<file path="src/rtl/i2s_rx_pkg.sv">
package i2s_rx_pkg;

    localparam int SAMPLE_W = 24;
    localparam int SHIFT_W  = 32;
    localparam int SLOT_CW  = 6;

    typedef enum logic [1:0] {
        FMT_NONE = 2'd0,
        FMT_16   = 2'd1,
        FMT_24   = 2'd2,
        FMT_32   = 2'd3
    } slot_fmt_e;

    typedef struct packed {
        logic [SAMPLE_W-1:0] left;
        logic [SAMPLE_W-1:0] right;
        slot_fmt_e           fmt;
    } frame_t;

    function automatic slot_fmt_e width_to_fmt(logic [SLOT_CW-1:0] w);
        case (w)
            6'd16:   return FMT_16;
            6'd24:   return FMT_24;
            6'd32:   return FMT_32;
            default: return FMT_NONE;
        endcase
    endfunction

    // Place a received slot MSB-first into the 24-bit sample.
    function automatic logic [SAMPLE_W-1:0] justify(logic [SHIFT_W-1:0] sh, slot_fmt_e f);
        case (f)
            FMT_16:  return {sh[15:0], 8'h00};
            FMT_24:  return sh[23:0];
            FMT_32:  return sh[31:8];
            default: return '0;
        endcase
    endfunction

endpackage

</file>
<file path="src/rtl/i2s_rx_front.sv">
module i2s_rx_front #(
    parameter int STAGES = 2
) (
    input  logic clk,
    input  logic clr,
    input  logic ws_raw,
    input  logic bck_raw,
    input  logic sd_raw,
    output logic ws_s,
    output logic sd_s,
    output logic bck_rise,
    output logic ws_fall
);
    localparam int LANES = 3;
    // lane 0 = word clock (idles high), lane 1 = bit clock, lane 2 = data
    localparam logic [LANES-1:0] RST_VAL = 3'b001;

    logic [LANES-1:0] raw;
    logic [LANES-1:0] synced;
    logic             bck_q;
    logic             ws_q;

    assign raw = {sd_raw, bck_raw, ws_raw};

    for (genvar g = 0; g < LANES; g++) begin : g_lane
        logic [STAGES-1:0] chain;
        always_ff @(posedge clk) begin
            if (clr) chain <= {STAGES{RST_VAL[g]}};
            else     chain <= {chain[STAGES-2:0], raw[g]};
        end
        assign synced[g] = chain[STAGES-1];
    end

    always_ff @(posedge clk) begin
        if (clr) begin
            bck_q <= 1'b0;
            ws_q  <= 1'b1;
        end else begin
            bck_q <= synced[1];
            ws_q  <= synced[0];
        end
    end

    assign ws_s     = synced[0];
    assign sd_s     = synced[2];
    assign bck_rise = synced[1] & ~bck_q;
    assign ws_fall  = ws_q & ~synced[0];

endmodule

</file>
<file path="src/rtl/i2s_rx_deser.sv">
module i2s_rx_deser
    import i2s_rx_pkg::*;
(
    input  logic   clk,
    input  logic   clr,
    input  logic   bck_rise,
    input  logic   ws_s,
    input  logic   sd_s,
    output logic   frame_v,
    output frame_t frame_q,
    output logic   width_bad
);
    logic                ws_last;
    logic                seen;
    logic [SLOT_CW-1:0]  cnt;
    logic [SHIFT_W-1:0]  sh;
    logic [SAMPLE_W-1:0] lhold;
    slot_fmt_e           lfmt;

    logic [SHIFT_W-1:0]  nsh;
    logic [SLOT_CW-1:0]  w;
    slot_fmt_e           wfmt;
    logic [SAMPLE_W-1:0] wdata;
    logic                wb_n;

    always_comb begin
        nsh   = {sh[SHIFT_W-2:0], sd_s};
        w     = (cnt == '1) ? cnt : cnt + 1'b1;
        wfmt  = width_to_fmt(w);
        wdata = justify(nsh, wfmt);
        wb_n  = (lfmt == FMT_NONE) || (wfmt == FMT_NONE) || (lfmt != wfmt);
    end

    always_ff @(posedge clk) begin
        if (clr) begin
            ws_last   <= 1'b1;
            seen      <= 1'b0;
            cnt       <= '0;
            sh        <= '0;
            lhold     <= '0;
            lfmt      <= FMT_NONE;
            frame_v   <= 1'b0;
            frame_q   <= '0;
            width_bad <= 1'b0;
        end else begin
            frame_v <= 1'b0;
            if (bck_rise) begin
                if (ws_s != ws_last) begin
                    // this edge carries the LSB of the slot that just ended
                    ws_last <= ws_s;
                    cnt     <= '0;
                    sh      <= '0;
                    if (!ws_s) seen <= 1'b1;
                    if (seen) begin
                        if (!ws_last) begin
                            lhold <= wdata;
                            lfmt  <= wfmt;
                        end else begin
                            frame_v       <= 1'b1;
                            width_bad     <= wb_n;
                            frame_q.fmt   <= wb_n ? FMT_NONE : wfmt;
                            frame_q.left  <= wb_n ? '0 : lhold;
                            frame_q.right <= wb_n ? '0 : wdata;
                        end
                    end
                end else begin
                    cnt <= w;
                    sh  <= nsh;
                end
            end
        end
    end

endmodule

</file>
<file path="src/rtl/i2s_rx_rate.sv">
module i2s_rx_rate #(
    parameter int RATIO    = 256,
    parameter int RATE_TOL = 2
) (
    input  logic clk,
    input  logic clr,
    input  logic ws_fall,
    output logic rate_ok
);
    localparam int CYC_W = $clog2(RATIO + RATE_TOL + 2) + 1;
    localparam int PER_W = CYC_W + 1;
    localparam logic [PER_W-1:0] PER_LO = PER_W'(RATIO - RATE_TOL);
    localparam logic [PER_W-1:0] PER_HI = PER_W'(RATIO + RATE_TOL);

    logic [CYC_W-1:0] cyc;
    logic             have;
    logic [PER_W-1:0] per;

    assign per = {1'b0, cyc} + 1'b1;

    always_ff @(posedge clk) begin
        if (clr) begin
            cyc     <= '0;
            have    <= 1'b0;
            rate_ok <= 1'b1;
        end else if (ws_fall) begin
            cyc  <= '0;
            have <= 1'b1;
            if (have) rate_ok <= (per >= PER_LO) && (per <= PER_HI);
        end else if (cyc != '1) begin
            cyc <= cyc + 1'b1;
        end
    end

endmodule

</file>
<file path="src/rtl/i2s_rx_mute.sv">
module i2s_rx_mute
    import i2s_rx_pkg::*;
#(
    parameter int ZERO_FRAMES = 2048,
    parameter int GOOD_FRAMES = 4
) (
    input  logic                clk,
    input  logic                clr,
    input  logic                frame_v,
    input  frame_t              frame_q,
    input  logic                width_bad,
    input  logic                rate_ok,
    output logic                smp_vld_o,
    output logic [SAMPLE_W-1:0] left_o,
    output logic [SAMPLE_W-1:0] right_o,
    output logic                mute_o,
    output logic [1:0]          fmt_o
);
    localparam int ZC_W  = $clog2(ZERO_FRAMES + 1);
    localparam int RUN_W = $clog2(GOOD_FRAMES + 1);
    localparam logic [ZC_W-1:0]  ZC_MAX  = ZC_W'(ZERO_FRAMES);
    localparam logic [RUN_W-1:0] RUN_MAX = RUN_W'(GOOD_FRAMES);

    logic [ZC_W-1:0]  zcnt, zc_n;
    logic [RUN_W-1:0] run, run_n;
    logic             inval, inv_n;
    logic             prev_wb;
    logic             good, mute_n;
    logic             live_q;

    always_comb begin
        if (frame_q.left == '0 && frame_q.right == '0)
            zc_n = (zcnt == ZC_MAX) ? zcnt : zcnt + 1'b1;
        else
            zc_n = '0;
        good  = !width_bad && rate_ok;
        run_n = good ? ((run == RUN_MAX) ? run : run + 1'b1) : '0;
        if (!rate_ok || (width_bad && prev_wb)) inv_n = 1'b1;
        else if (good && run_n == RUN_MAX)      inv_n = 1'b0;
        else                                    inv_n = inval;
        mute_n = (zc_n == ZC_MAX) || inv_n;
    end

    always_ff @(posedge clk) begin
        if (clr) begin
            zcnt      <= '0;
            run       <= '0;
            inval     <= 1'b0;
            prev_wb   <= 1'b0;
            smp_vld_o <= 1'b0;
            left_o    <= '0;
            right_o   <= '0;
            mute_o    <= 1'b0;
            fmt_o     <= '0;
            live_q    <= 1'b0;
        end else begin
            live_q    <= 1'b1;
            smp_vld_o <= frame_v;
            if (frame_v) begin
                zcnt    <= zc_n;
                run     <= run_n;
                inval   <= inv_n;
                prev_wb <= width_bad;
                mute_o  <= mute_n;
                fmt_o   <= frame_q.fmt;
                left_o  <= mute_n ? '0 : frame_q.left;
                right_o <= mute_n ? '0 : frame_q.right;
            end
        end
    end

    assert_strobe_single_R5: assert property (@(posedge clk) disable iff (clr)
        smp_vld_o |=> !smp_vld_o);

    assert_hold_between_R5: assert property (@(posedge clk) disable iff (clr)
        (live_q && !smp_vld_o) |-> ($stable(left_o) && $stable(right_o)
                                    && $stable(mute_o) && $stable(fmt_o)));

    assert_muted_silent_R12: assert property (@(posedge clk) disable iff (clr)
        (smp_vld_o && mute_o) |-> (left_o == '0 && right_o == '0));

    assert_badfmt_zero_R7: assert property (@(posedge clk) disable iff (clr)
        (smp_vld_o && fmt_o == FMT_NONE) |-> (left_o == '0 && right_o == '0));

    assert_rate_mutes_R9: assert property (@(posedge clk) disable iff (clr)
        (frame_v && !rate_ok) |=> (smp_vld_o && mute_o));

    assert_nonzero_unmuted_R11: assert property (@(posedge clk) disable iff (clr)
        (smp_vld_o && (left_o != '0 || right_o != '0)) |-> !mute_o);

endmodule

</file>
<file path="src/rtl/i2s_slave_rx.sv">
module i2s_slave_rx
    import i2s_rx_pkg::*;
#(
    parameter int RATIO       = 256,
    parameter int RATE_TOL    = 2,
    parameter int ZERO_FRAMES = 2048,
    parameter int GOOD_FRAMES = 4,
    parameter int SYNC_STAGES = 2
) (
    input  logic                clk,
    input  logic                rst,
    input  logic                pwdn_n,
    input  logic                ws_i,
    input  logic                bck_i,
    input  logic                sd_i,
    output logic                smp_vld_o,
    output logic [SAMPLE_W-1:0] left_o,
    output logic [SAMPLE_W-1:0] right_o,
    output logic                mute_o,
    output logic [1:0]          fmt_o
);
    logic   clr;
    logic   ws_s, sd_s, bck_rise, ws_fall;
    logic   frame_v, width_bad, rate_ok;
    frame_t frame_q;

    assign clr = rst | ~pwdn_n;

    i2s_rx_front #(.STAGES(SYNC_STAGES)) u_front (
        .clk      (clk),
        .clr      (clr),
        .ws_raw   (ws_i),
        .bck_raw  (bck_i),
        .sd_raw   (sd_i),
        .ws_s     (ws_s),
        .sd_s     (sd_s),
        .bck_rise (bck_rise),
        .ws_fall  (ws_fall)
    );

    i2s_rx_deser u_deser (
        .clk       (clk),
        .clr       (clr),
        .bck_rise  (bck_rise),
        .ws_s      (ws_s),
        .sd_s      (sd_s),
        .frame_v   (frame_v),
        .frame_q   (frame_q),
        .width_bad (width_bad)
    );

    i2s_rx_rate #(.RATIO(RATIO), .RATE_TOL(RATE_TOL)) u_rate (
        .clk     (clk),
        .clr     (clr),
        .ws_fall (ws_fall),
        .rate_ok (rate_ok)
    );

    i2s_rx_mute #(.ZERO_FRAMES(ZERO_FRAMES), .GOOD_FRAMES(GOOD_FRAMES)) u_mute (
        .clk       (clk),
        .clr       (clr),
        .frame_v   (frame_v),
        .frame_q   (frame_q),
        .width_bad (width_bad),
        .rate_ok   (rate_ok),
        .smp_vld_o (smp_vld_o),
        .left_o    (left_o),
        .right_o   (right_o),
        .mute_o    (mute_o),
        .fmt_o     (fmt_o)
    );

endmodule

</file>
<file path="config.mk">
export PLATFORM = sky130hd
export DESIGN_NAME = i2s_slave_rx
export DESIGN_NICKNAME = d
export VERILOG_FILES = /design/src/rtl/i2s_rx_pkg.sv /design/src/rtl/i2s_rx_front.sv /design/src/rtl/i2s_rx_deser.sv /design/src/rtl/i2s_rx_rate.sv /design/src/rtl/i2s_rx_mute.sv /design/src/rtl/i2s_slave_rx.sv
export SDC_FILE = /design/constraint.sdc
export NUM_CORES = 1
export LEC_CHECK = 0
export ABC_AREA = 1
export ABC_CLOCK_PERIOD_IN_PS = 2900
export BUFFER_PORTS_ARGS = -buffer_cell sky130_fd_sc_hd__buf_2
export CORE_UTILIZATION = 38
export CTS_CLUSTER_SIZE = 16
export DETAILED_ROUTE_END_ITERATION = 6
export PLACE_DENSITY = 0.59
export SLEW_MARGIN = 20
export SYNTH_ARGS = -nofsm -noshare
export SYNTH_HDL_FRONTEND = slang
export SYNTH_HIERARCHICAL = 1
export SYNTH_SLANG_ARGS = --single-unit
</file>
<file path="constraint.sdc">
create_clock -name clk -period 2.9 [get_ports clk]
set_input_delay 0.58 -clock clk [delete_from_list [all_inputs] [get_ports clk]]
set_output_delay 0.58 -clock clk [all_outputs]
set_load 0.1 [all_outputs]
</file>
# == After elaboration in Yosys (flattened, before gate mapping) ==
# Cells that the tools add are included.
# word_totals
register_bits,206
out_inout_bits,52
# classes
reduce_logical,22
magnitude_cmp,2
n_addsub,5
mux,17
eq_ne,14
bitwise,10
# op_table
op,count
$mux 24,4
$pmux 24 s3,1
$logic_not 24->1,2
$mux 31,1
$eq 12x12->1 const B,2
$mux 12,2
$add 12x1->12 const B,1
$eq 6x5->1 const B,2
$eq 6x6->1 const B,2
$mux 6,2
$add 10x1->11 const B,1
$ge 11x8->1 const B,1
$le 11x9->1 const B,1
$add 10x1->10 const B,1
$ne 10x10->1 const B,1
$reduce_and 4->1,2
$not 1->1,7
$add 6x1->6 const B,1
$eq 3x3->1 const B,2
$mux 3,2
$pmux 2 s3,1
$logic_and 1x1->1,5
$eq 2x2->1 const B,2
$logic_not 2->1,2
other kinds (14),22

# == Depth between registers and ports, before layout ==
# logic_depth
word_depth,9
ltp_mapped,16
depth_no_buf,15

# == By module ==
# The synthesis kept the hierarchy.
# modules_own_cells
module,area_per_inst_um2,seq_area_each_um2,cells_each,instances
i2s_rx_deser,4854.7,2342.2,677,1
i2s_rx_mute,3432.0,1381.3,448,1
i2s_rx_rate,739.5,240.2,115,1
i2s_rx_front,235.2,160.2,28,1
i2s_slave_rx,7.5,0.0,2,1

# == Least setup slack after synthesis ==
# OpenSTA, ideal clock, no wires.
# synth_path
kind,register -> register
startpoint,register u_deser.cnt[0]
endpoint,register u_deser.width_bad
setup_time_ns,0.116
stages_incl_launch_ff,16
t_required_ns,2.784
arrival_ns,1.948
period_less_slack_ns,2.064
path_slack_ns,0.836
n_path_buf,2
path_cell_list,dfxtp_1 -> ha_1 -> nand2_1 -> nor2_1 -> nand2_1 -> nand3_1 -> nor2_1 -> buf_4 -> nand2_2 -> inv_1 -> nand3_1 -> nand2_1 -> buf_2 -> nand2_1 -> o211ai_1 -> inv_1
# synth_between
elab_chain_len,7
word_cells_on_any_way,11
# synth_rtl
element,line,text
start: declaration,i2s_rx_deser.sv:15,logic [SLOT_CW-1:0] cnt;
start signal: assignment,i2s_rx_deser.sv:67,cnt <= w;
$add 6x1->6 / $eq 6x6->1 (equally long branches),i2s_rx_deser.sv:28,w = (cnt == '1) ? cnt : cnt + 1'b1;
$mux 6 (*),i2s_rx_deser.sv:28,
$eq 6x6->1 / $eq 6x5->1 (equally long branches),i2s_rx_pkg.sv:21,case (w)
$pmux 2 s3 (*),i2s_rx_pkg.sv:21,
$logic_not 2->1,i2s_rx_deser.sv:31,wb_n = (lfmt == FMT_NONE) || (wfmt == FMT_NONE) || (lfmt != wfmt);
$logic_or 1x1->1,i2s_rx_deser.sv:31,
$logic_or 1x1->1 (*),i2s_rx_deser.sv:31,
end signal: assignment,i2s_rx_deser.sv:60,width_bad <= wb_n;
end: declaration,i2s_rx_deser.sv:11,output logic width_bad
# Every way passes the cells marked *; elsewhere a longest branch is shown, timed or not.
# A chain may end at the register's enable or synchronous reset.

# == Worst setup path in the final report ==
# Same ends and word-level chain as after synthesis.

==> out/qor.yml <==
outcome:
  status: "finished clean"
power_and_ir_drop:
  switching_power_mw: 1.24
  pwr-share-comb: 0.014
  internal_power_mw: 4.58
  leakagePower_nw: 4.21
  seqPwrFrac: 0.487
  switching_share: 0.213
  max-vdd-ir-drop_uv: 391
  power.density_mw_per_mm2: 550
  clock_power_share: 0.499
  total_power_mw: 5.82
global_routing:
  grt_max_degree: 77
  grt-ovfl-total: 0
  grt_pass1_vias: 7533
  grt_pass1_wl_um: 38100
  track_usage: 0.187
  antenna_found_initial: 0
synth:
  synth_top_area_share: 0.445
  syn_area_mm2: 0.00927
  yosysTopAreaCell: "dfxtp_1"
  syn-instance-count: 1270
  yosysSeqAreaShare: 0.445
  synth_nets: 1283
  ys_types: 35
  synthTopCellsByArea: "dfxtp_1, nand2_1, nor2_1"
  ys_warn_count: 6
  avgSynthCellArea_um2: 7.30
  ys_seq_elements: 206
  synth_top_flop_cell: "dfxtp_1"
  async_flop_share: 0
  synth-edff-count: 0
job:
  cap_violations: 0
sta:
  setup_ws_ns: 0.333
  fin_skew_ns: 0.0209
  slew_viol_final: 0
  final.setup.tns_ns: 0
  period_needed_ns: 2.57
  rsz0062_at_grt: "no"
  finalHoldViolCount: 0
  fin_hold_ws_ns: 0.262
  post-route-period-util: 0.885
  setup_viol: 0
  tightest_slew_ns: 0.785
  fmaxAchievable_mhz: 390
  relSlewSlack: 0.476
setup_path:
  critPathBufInv: 3
  path_common_cell: "nand2_1"
  start_kind: "register"
  worst_setup_path_end_kind: "register"
  cp.required_ns: 3.31
  cp.arrival_ns: 2.97
  crit_family: "simple AND/OR/NAND/NOR gates"
  regToRegStartpoint: "u_deser/cnt[0]$_SDFFE_PP0P_"
  crit_type: "register to register"
  crit_fanout: 51
  cp_cell_sequence: "ha_1 > nand2_1 > nor2_1 > nand2_1 > nand3_1 > nor2_1 > buf_4 > nand3_2 > nand2_1 > nor2_1 > nor2_4 > buf_12 > nand2_1 > o211ai_1 > inv_1"
  max_stage_delay_ns: 0.36
  cp-startpoint: "u_deser/cnt[0]$_SDFFE_PP0P_"
  worst_path_max_delay_cell: "dfxtp_1"
die:
  num_io_pins: 58
  initial_core_util: 0.391
  die_y_um: 158
  die_w_um: 158
  fp.coreArea_mm2: 0.0237
  rows: 56
  dieArea_mm2: 0.0250
clock_network:
  root_buffer: "clkbuf_16"
  cts_tree: "done"
  path_clk_slew_ns: 0.06
  post-cts-setup-buffers: 0
  cts_htree_levels: 1
  clockBufferDepth: 3
  cts_buffers: 23
  clock-sinks: 206
  clkLatencyLatePin_ns: 0.53
  cts_hold_buf: 0
  cts_resized: 0
placed_design:
  gp_congestion: 0.862
  dp_slack_ns: 0.372
  placed_area_mm2: 0.00982
  hpwlAfterDp_um: 15300
  numPortBuffers: 57
cells_and_area:
  diodes: 0
  fin_nets: 1312
  fillCellCount: 2453
  syn_to_final_growth_pct: 14.1
  design_area_mm2: 0.0106
  drive_above_1_share: 0.148
drt:
  drt_wl_total_um: 22900
  ant_nets: 0
  avgRoutedWirePerCell_um: 14.0
  vias: 8160
  drc_errors: 0
  initialDrtViolationCount: 649
  dr.pass1.iters: 4
  viasPerCell: 5.00
worst_hold_path:
  hp-class: "input pin to register"
  hp-start: "ws_i"
worst paths after layout:
path                                                              end  slack [ns]  cells after the start
worst max register to register         u_deser/width_bad$_SDFFE_PP0P_        0.33                     15
worst min register to register  u_front/g_lane[0].chain[1]$_SDFF_PP1_        0.41                      2
worst min-delay path            u_front/g_lane[0].chain[0]$_SDFF_PP1_        0.26                      3
worst max-delay path                   u_deser/width_bad$_SDFFE_PP0P_        0.33                     15
cell type report:
type / instances / area (µm²) / area share
Multi-Input combinational cell: 900 / 4460 / 0.421
Sequential cell: 206 / 4130 / 0.390
Clock buffer: 33 / 683 / 0.0646
Timing Repair Buffer: 76 / 490 / 0.0464
Tap cell: 319 / 399 / 0.0377
Inverter: 92 / 345 / 0.0326
Clock inverter: 7 / 77.6 / 0.00733
synth_stat cells (all sizes together) (8+ instances only):
library cell / count
nor3: 47
nor2: 185
buf: 20
o21ai: 98
xor2: 8
dfxtp: 206
a21oi: 122
nand2: 285
nand3: 111
nand4: 21
clkbuf: 52
inv: 91
sequential cells by signal, indices dropped and copies added, names as in the netlist, 2 cells and up:
signal	cells
u_mute/run	3
u_deser/frame_q	50
u_mute/zcnt	12
u_mute/left_o	24
u_mute/right_o	24
u_mute/fmt_o	2
u_deser/lhold	24
u_front/g_lane.chain	6
u_deser/cnt	6
u_deser/sh	31
u_deser/lfmt	2
u_rate/cyc	10
per-stage QoR:
stage                     std cells   util
after global placement         1593  0.415
after CTS                      1633  0.447
final                          1633  0.447
after floorplan                1270      -
after detailed placement       1593  0.415
after global routing           1633  0.447
worst register-to-register path, cell delays in order (launching register included):
cell and delay, ns:
dfxtp_1 0.36, ha_1 0.26, nand2_1 0.12, nor2_1 0.06
nand2_1 0.12, nand3_1 0.09, nor2_1 0.19, buf_4 0.26
nand3_2 0.18, nand2_1 0.16, nor2_1 0.08, nor2_4 0.10
buf_12 0.24, nand2_1 0.09, o211ai_1 0.10, inv_1 0.05
power by group through the flow:
stage               Combinational [mW]  Clock, mW  Sequential (mW)
global placement                0.0804          0             2.90
finish                          0.0799       2.90             2.84
floorplan                       0.0534          0             2.90
detailed placement              0.0806          0             2.90
CTS                             0.0807       2.97             2.84
global route                    0.0881       3.09             2.84
layout by cell type, fill, tap and decap left out, types with 23 or more instances in the layout:
| master | count |
|---|---|
| clkbuf_16 | 23 |
| nor3_2 | 40 |
| buf_2 | 57 |
| nand3_1 | 105 |
| dfxtp_1 | 205 |
| nor2_1 | 171 |
| nand2_1 | 279 |
| o21ai_0 | 94 |
| inv_1 | 84 |
| a21oi_1 | 119 |
cell families after synthesis:
family,Yosys count,share of synthesized area
AND/OR/NAND/NOR,651,0.328
AO/OA/AOI/OAI,232,0.130
flip-flops,206,0.445
buffers and inverters,164,0.0753
XOR/XNOR,10,0.0119
adder cells (fa/ha/maj),7,0.00945
metal layers:
metal | vias to the layer above | GRT usage | part of all wire
met5 | - | 0 | 0
met4 | 0 | 0.0430 | 0.017
met3 | 28 | 0.0230 | 0.036
met2 | 156 | 0.319 | 0.47
met1 | 3777 | 0.249 | 0.48
li1 | 4199 | - | -
Power figures use the tool's default switching activity.
